## src/rtl/bist_chk_pkg.sv

```systemverilog
package bist_chk_pkg;

  // Test phase kept by the sequencer
  typedef enum logic [1:0] {
    PH_IDLE  = 2'd0,  // no verdict since reset
    PH_ARMED = 2'd1,  // enabled, waiting for lock
    PH_RUN   = 2'd2,  // checking frames
    PH_HELD  = 2'd3   // test over, verdict held
  } bist_phase_e;

endpackage

```

## src/rtl/bist_seq_ctrl.sv

```systemverilog
module bist_seq_ctrl
  import bist_chk_pkg::*;
(
  input  logic clk,
  input  logic rst,
  input  logic pwrdn_i,
  input  logic bist_pin_i,
  input  logic bist_reg_i,
  input  logic lock_i,
  input  logic mismatch_i,
  output logic req_o,
  output logic start_o,
  output logic hit_o,
  output logic pass_lvl_o,
  output logic pulse_o
);

  bist_phase_e st_q, st_n;
  logic en_c, start_c, chk_c, hit_c;
  logic fail_q, fail_n;
  logic lvl_q, pulse_q, req_q;

  assign en_c    = (bist_pin_i | bist_reg_i) & ~pwrdn_i;
  assign start_c = en_c & ((st_q == PH_IDLE) | (st_q == PH_HELD));
  assign chk_c   = en_c & lock_i;
  assign hit_c   = chk_c & mismatch_i;
  assign fail_n  = (start_c ? 1'b0 : fail_q) | hit_c;

  always_comb begin
    st_n = st_q;
    unique case (st_q)
      PH_IDLE, PH_HELD: if (en_c) st_n = lock_i ? PH_RUN : PH_ARMED;
      PH_ARMED: begin
        if (!en_c)       st_n = PH_IDLE;
        else if (lock_i) st_n = PH_RUN;
      end
      PH_RUN: if (!en_c) st_n = PH_HELD;
      default: st_n = PH_IDLE;
    endcase
  end

  always_ff @(posedge clk) begin
    if (rst || pwrdn_i) begin
      st_q    <= PH_IDLE;
      fail_q  <= 1'b0;
      lvl_q   <= 1'b0;
      pulse_q <= 1'b0;
      req_q   <= 1'b0;
    end else begin
      st_q    <= st_n;
      fail_q  <= fail_n;
      lvl_q   <= (st_n == PH_RUN) | ((st_n == PH_HELD) & ~fail_n);
      pulse_q <= hit_c;
      req_q   <= en_c;
    end
  end

  assign req_o      = req_q;
  assign start_o    = start_c;
  assign hit_o      = hit_c;
  assign pass_lvl_o = lvl_q;
  assign pulse_o    = pulse_q;


  pulse_in_run_chk: assert property (@(posedge clk) disable iff (rst)
    pulse_q |-> (lvl_q && st_q == PH_RUN));

  no_check_idle_chk: assert property (@(posedge clk) disable iff (rst)
    (!en_c || !lock_i) |=> !pulse_q);

  start_clears_fail_chk: assert property (@(posedge clk) disable iff (rst)
    (start_c && !hit_c) |=> !fail_q);

  held_verdict_chk: assert property (@(posedge clk) disable iff (rst)
    (st_q == PH_HELD) |-> (lvl_q == !fail_q));

  pwrdn_req_chk: assert property (@(posedge clk) disable iff (rst)
    pwrdn_i |=> !req_q);

endmodule

```

## config.mk

```make
export PLATFORM = sky130hd
export DESIGN_NAME = bist_seq_ctrl
export DESIGN_NICKNAME = d
export VERILOG_FILES = /design/src/rtl/bist_chk_pkg.sv /design/src/rtl/bist_seq_ctrl.sv
export SDC_FILE = /design/constraint.sdc
export NUM_CORES = 1
export LEC_CHECK = 0
export CAP_MARGIN = 20
export CORE_AREA = 2 2 39 41
export CTS_CLUSTER_SIZE = 30
export DETAILED_ROUTE_END_ITERATION = 8
export DIE_AREA = 0 0 41 43
export GPL_TIMING_DRIVEN = 0
export PLACE_DENSITY = 0.58
export REMOVE_ABC_BUFFERS = 1
export SKIP_CTS_REPAIR_TIMING = 1
export SLEW_MARGIN = 20
export SYNTH_ARGS = -nofsm -noshare
export SYNTH_HDL_FRONTEND = slang
export SYNTH_SLANG_ARGS = --single-unit
```

## constraint.sdc

```tcl
create_clock -name clk -period 1.45 [get_ports clk]
set_clock_uncertainty 0.15 [all_clocks]
set_input_delay 0.3625 -clock clk [delete_from_list [all_inputs] [get_ports clk]]
set_output_delay 0.3625 -clock clk [all_outputs]
set_load 0.05 [all_outputs]
```

-- After elaboration in Yosys (flattened, before gate mapping)
Cells that the tools add are included.
- bits of input ports: 7
- register bits after elaboration: 6
- equal/unequal tests: 5
- bitwise logic cells: 11
- mux-type cells: 7
- reduce and logical (&&, ||, !) cells: 3
- operators by type and width (operator ; number):
    2-bit 2-to-1 mux ; 5
    2-bit == test, second input constant ; 4
    2-bit one-hot mux with 3 select lines ; 1
    1-bit bitwise AND ; 5
    1-bit bitwise OR ; 4
    2-bit by 1-bit == test with 1-bit output, second input constant ; 1
    2-bit logical NOT ; 1
    1-bit inverter ; 2
    2-bit OR reduction ; 1
    1-bit logical OR ; 1
    1-bit 2-to-1 mux ; 1

-- Longest topological paths before layout
- word-level depth: 8
- depth in mapped cells: 6
- depth with buffers taken out: 6

-- Worst setup path after synthesis
OpenSTA, ideal clock, no wires.
- path kind: flip-flop to output port
- start: register st_q[0]
- end: output start_o
- stages on the path, launching flop included: 5
- path slack: -227 ps
- required time: 938 ps
- arrival: 1164 ps
- cell sequence: dfxtp_1 inv_1 ha_1 nand2_1 inv_1
- cells in the longest elaborated chain, start to end: 3
- elaborated cells on any way between the ends: 4
- those cells by class: eq/ne (1); bitwise (2); reduce/logical (1)
- RTL lines (element ; RTL line ; RTL):
    start: declaration ; bist_seq_ctrl.sv:18 ; bist_phase_e st_q, st_n;
    start signal: assignment ; bist_seq_ctrl.sv:50 ; st_q <= st_n;
    2-bit == test or 2-bit logical NOT (tied branches) ; bist_seq_ctrl.sv:24 ; assign start_c = en_c & ((st_q == PH_IDLE) | (st_q == PH_HELD));
    1-bit bitwise OR * ; bist_seq_ctrl.sv:24 ;
    1-bit bitwise AND * ; bist_seq_ctrl.sv:24 ;
    end: declaration ; bist_seq_ctrl.sv:12 ; output logic start_o,
Every way passes the cells marked *; elsewhere a longest branch is shown, timed or not.

-- Worst setup path after layout
Ends and elaborated chain as after synthesis.

==> impl_metrics.json <==
{
  "clockBufferDepth": 2,
  "grt.total_usage_pct": 8.66,
  "power.switching_mw": 0.123,
  "io_pins": 12,
  "die_h_microns": 43,
  "syn_area_sq_um": 308,
  "max_stage_delay_ns": 0.37,
  "finalCriticalPeriod_ns": 1.69,
  "path_max_fanout": 4,
  "synth-seq-cells": 6,
  "setup_viol": 4,
  "power_density_mw_per_mm2": 852,
  "drt-vias-per-instance": 4.62,
  "grt_max_degree": 7,
  "cp.required_ns": 0.94,
  "cp-end-kind": "output pin",
  "pwr-share-seq_pct": 39.7,
  "cp_num_buf_inv": 3,
  "rsz0062_at_grt": "yes",
  "internal_power_mw": 0.319,
  "p_total_mw": 0.442,
  "wl_per_cell_microns": 11.1,
  "die_x_microns": 41,
  "slew_violations": 0,
  "power.static_leakage_nw": 0.232,
  "cp.arrival_ns": 1.18,
  "hpwlAfterDp_microns": 490,
  "layout.nets": 61,
  "stdcell_count": 66,
  "cts_sinks": 6,
  "switching_share_pct": 27.8,
  "r2r_start": "st_q[0]",
  "tns_ns": -0.757,
  "yosysUniqueCellTypes": 17,
  "tightest_slew_ns": 0.281,
  "clockPowerShare_pct": 33.3,
  "crit_type": "reg -> out",
  "cp-start-kind": "flip-flop",
  "syn_inst": 33,
  "r2r-end": "pass_lvl_o",
  "htree_levels": 1,
  "violations": "negative setup slack",
  "path_clk_slew_ns": 0.04,
  "areaGrowthSynthToFinish_pct": 68.7,
  "fin_ws_ns": -0.244,
  "cts_buffers": 3,
  "ys_seq_area_share_pct": 39.0,
  "drtIter0Drc": 3,
  "dr.pass1.iters": 4,
  "clk_latency_ns": 0.24,
  "vias": 305,
  "ff2ff_setup_slack_ns": -0.19,
  "cts_tree": "yes",
  "slowest_stage": "dfxtp_4",
  "ir_worst_vdd_mv": 0.445,
  "crit_chain": "inv_4, ha_4, nand2_4, inv_2, buf_8",
  "drt-total-wl_microns": 735,
  "cts_root_buf": "clkbuf_4",
  "worstRegToRegCells": 7,
  "ys_warn_count": 0,
  "core_sq_mm": 0.00138,
  "rows": 14,
  "outcome": "complete, but fails checks",
  "drive_gt1_share_pct": 54.0,
  "slew_headroom_pct": 81.3,
  "dieArea_sq_mm": 0.00176,
  "io_buffers": 11,
  "path_delay_family": "flip-flops",
  "fmax_mhz": 590,
  "antenna_found_initial": 0,
  "p_comb_share_pct": 27.1,
  "drc": 0,
  "grt_overflow": 0,
  "hold_viol": 0,
  "antennaDiodeCount": 0,
  "initial_utilization_pct": 22.2,
  "holdCritPathClass": "in -> reg",
  "maxCapViolCount": 0,
  "finalCritPeriodShare_pct": 117,
  "detail-route-antenna-nets": 0,
  "hold_end": "pulse_o",
  "avgSynthCellArea_sq_um": 9.33,
  "fin_util_pct": 37.5,
  "grt_pass1_vias": 259,
  "hold_depth": 2,
  "grt_pass1_wl_microns": 993,
  "hp-start": "pwrdn_i",
  "gp_congestion": 0.693,
  "dp.cells": 60
}
==> power by group through the flow <==
stage / clock, mW / combinational (mW) / sequential [mW]
3_5_place_dp: 0 / 0.0991 / 0.178
6_report: 0.147 / 0.120 / 0.176
3_3_place_gp: 0 / 0.0988 / 0.178
2_1_floorplan: 0 / 0.0484 / 0.189
5_1_grt: 0.161 / 0.128 / 0.176
4_1_cts: 0.150 / 0.0998 / 0.175
==> through the flow <==
step / setup slack [ns] / cell area (sq um) / hold slack, ns
6_report: -0.244 / 519 / 0.186
3_5_place_dp: -1.19 / 438 / 0.338
3_3_place_gp: -1.18 / 438 / 0.321
5_1_grt: -0.281 / 519 / 0.195
2_1_floorplan: -0.227 / 308 / 0.288
4_1_cts: -1.19 / 460 / 0.347
==> worst reg2reg max path, stage by stage, from the launching register on <==
cell      delay, ns
dfxtp_4        0.37
inv_4          0.04
ha_4           0.29
buf_4          0.13
nand2b_1       0.10
a21oi_1        0.05
a311oi_2       0.31
o21a_1         0.15
==> flip-flops by register name (all words and copies together) (netlist names) <==
| name | count |
|---|---|
| st_q | 2 |
| fail_q | 1 |
| pulse_o | 1 |
| pass_lvl_o | 1 |
| req_o | 1 |
==> cells in the mapped netlist <==
cell      count  area (sq um)
dfxtp_1       6           120
ha_1          2          25.0
inv_1         3          11.3
nor2_1        4          15.0
a21oi_1       3          15.0
a311oi_1      1          8.76
a211oi_2      1          12.5
o21bai_2      1          11.3
and3_1        1          6.26
o21a_1        2          15.0
nor3_1        1          5.00
nor3b_1       1          7.51
nand2b_1      1          6.26
a311oi_2      1          15.0
nand2_1       3          11.3
o21ba_4       1          16.3
or2_2         1          6.26
==> layout by cell type (no fill, tap or decap), types with 2 or more instances in the layout <==
| master | count |
|---|---|
| nor2_1 | 4 |
| a21oi_1 | 3 |
| dfxtp_1 | 4 |
| nand2_1 | 2 |
| o21a_1 | 2 |
| buf_8 | 2 |
| clkbuf_4 | 3 |
| dlymetal6s2s_1 | 3 |
| a311oi_2 | 2 |
| clkbuf_2 | 5 |
| buf_4 | 3 |
==> metal layers <==
metal / routed length (microns) / vias up / global-route usage, %
met5: 0 / - / 0
met4: 13 / 0 / 8.00
met3: 28 / 2 / 3.14
met2: 391 / 6 / 10.6
met1: 302 / 143 / 11.0
li1: - / 154 / -
==> kinds of logic (layout without fill, tap and decap cells) <==
kind of cell | Yosys count | count (layout) | share of synthesized area, %
AOI/OAI and AO/OA | 10 | 10 | 30.5
buffers and inverters | 3 | 20 | 3.66
adders and majority gates | 2 | 2 | 8.13
and+or+nand+nor | 12 | 12 | 18.7
DFF | 6 | 6 | 39.0
==> worst max path at each step <==
stage | from | end | depth (start not counted)
after floorplan | st_q[0] | start_o | 4
after global placement | pwrdn_i | hit_o | 4
after detailed placement | pwrdn_i | hit_o | 4
after CTS | pwrdn_i | hit_o | 4
after global routing | st_q[0] | start_o | 5
final | st_q[0] | start_o | 5
==> layout make-up <==
cell class	instances	area, sq um
repair buffers	14	125
multi-input cells	24	213
flip-flops and latches	6	125
fillers	147	865
clock buffers	3	22.5
well taps	16	20.0
inverters	3	13.8
No activity file was read; power rests on OpenSTA's default activity.
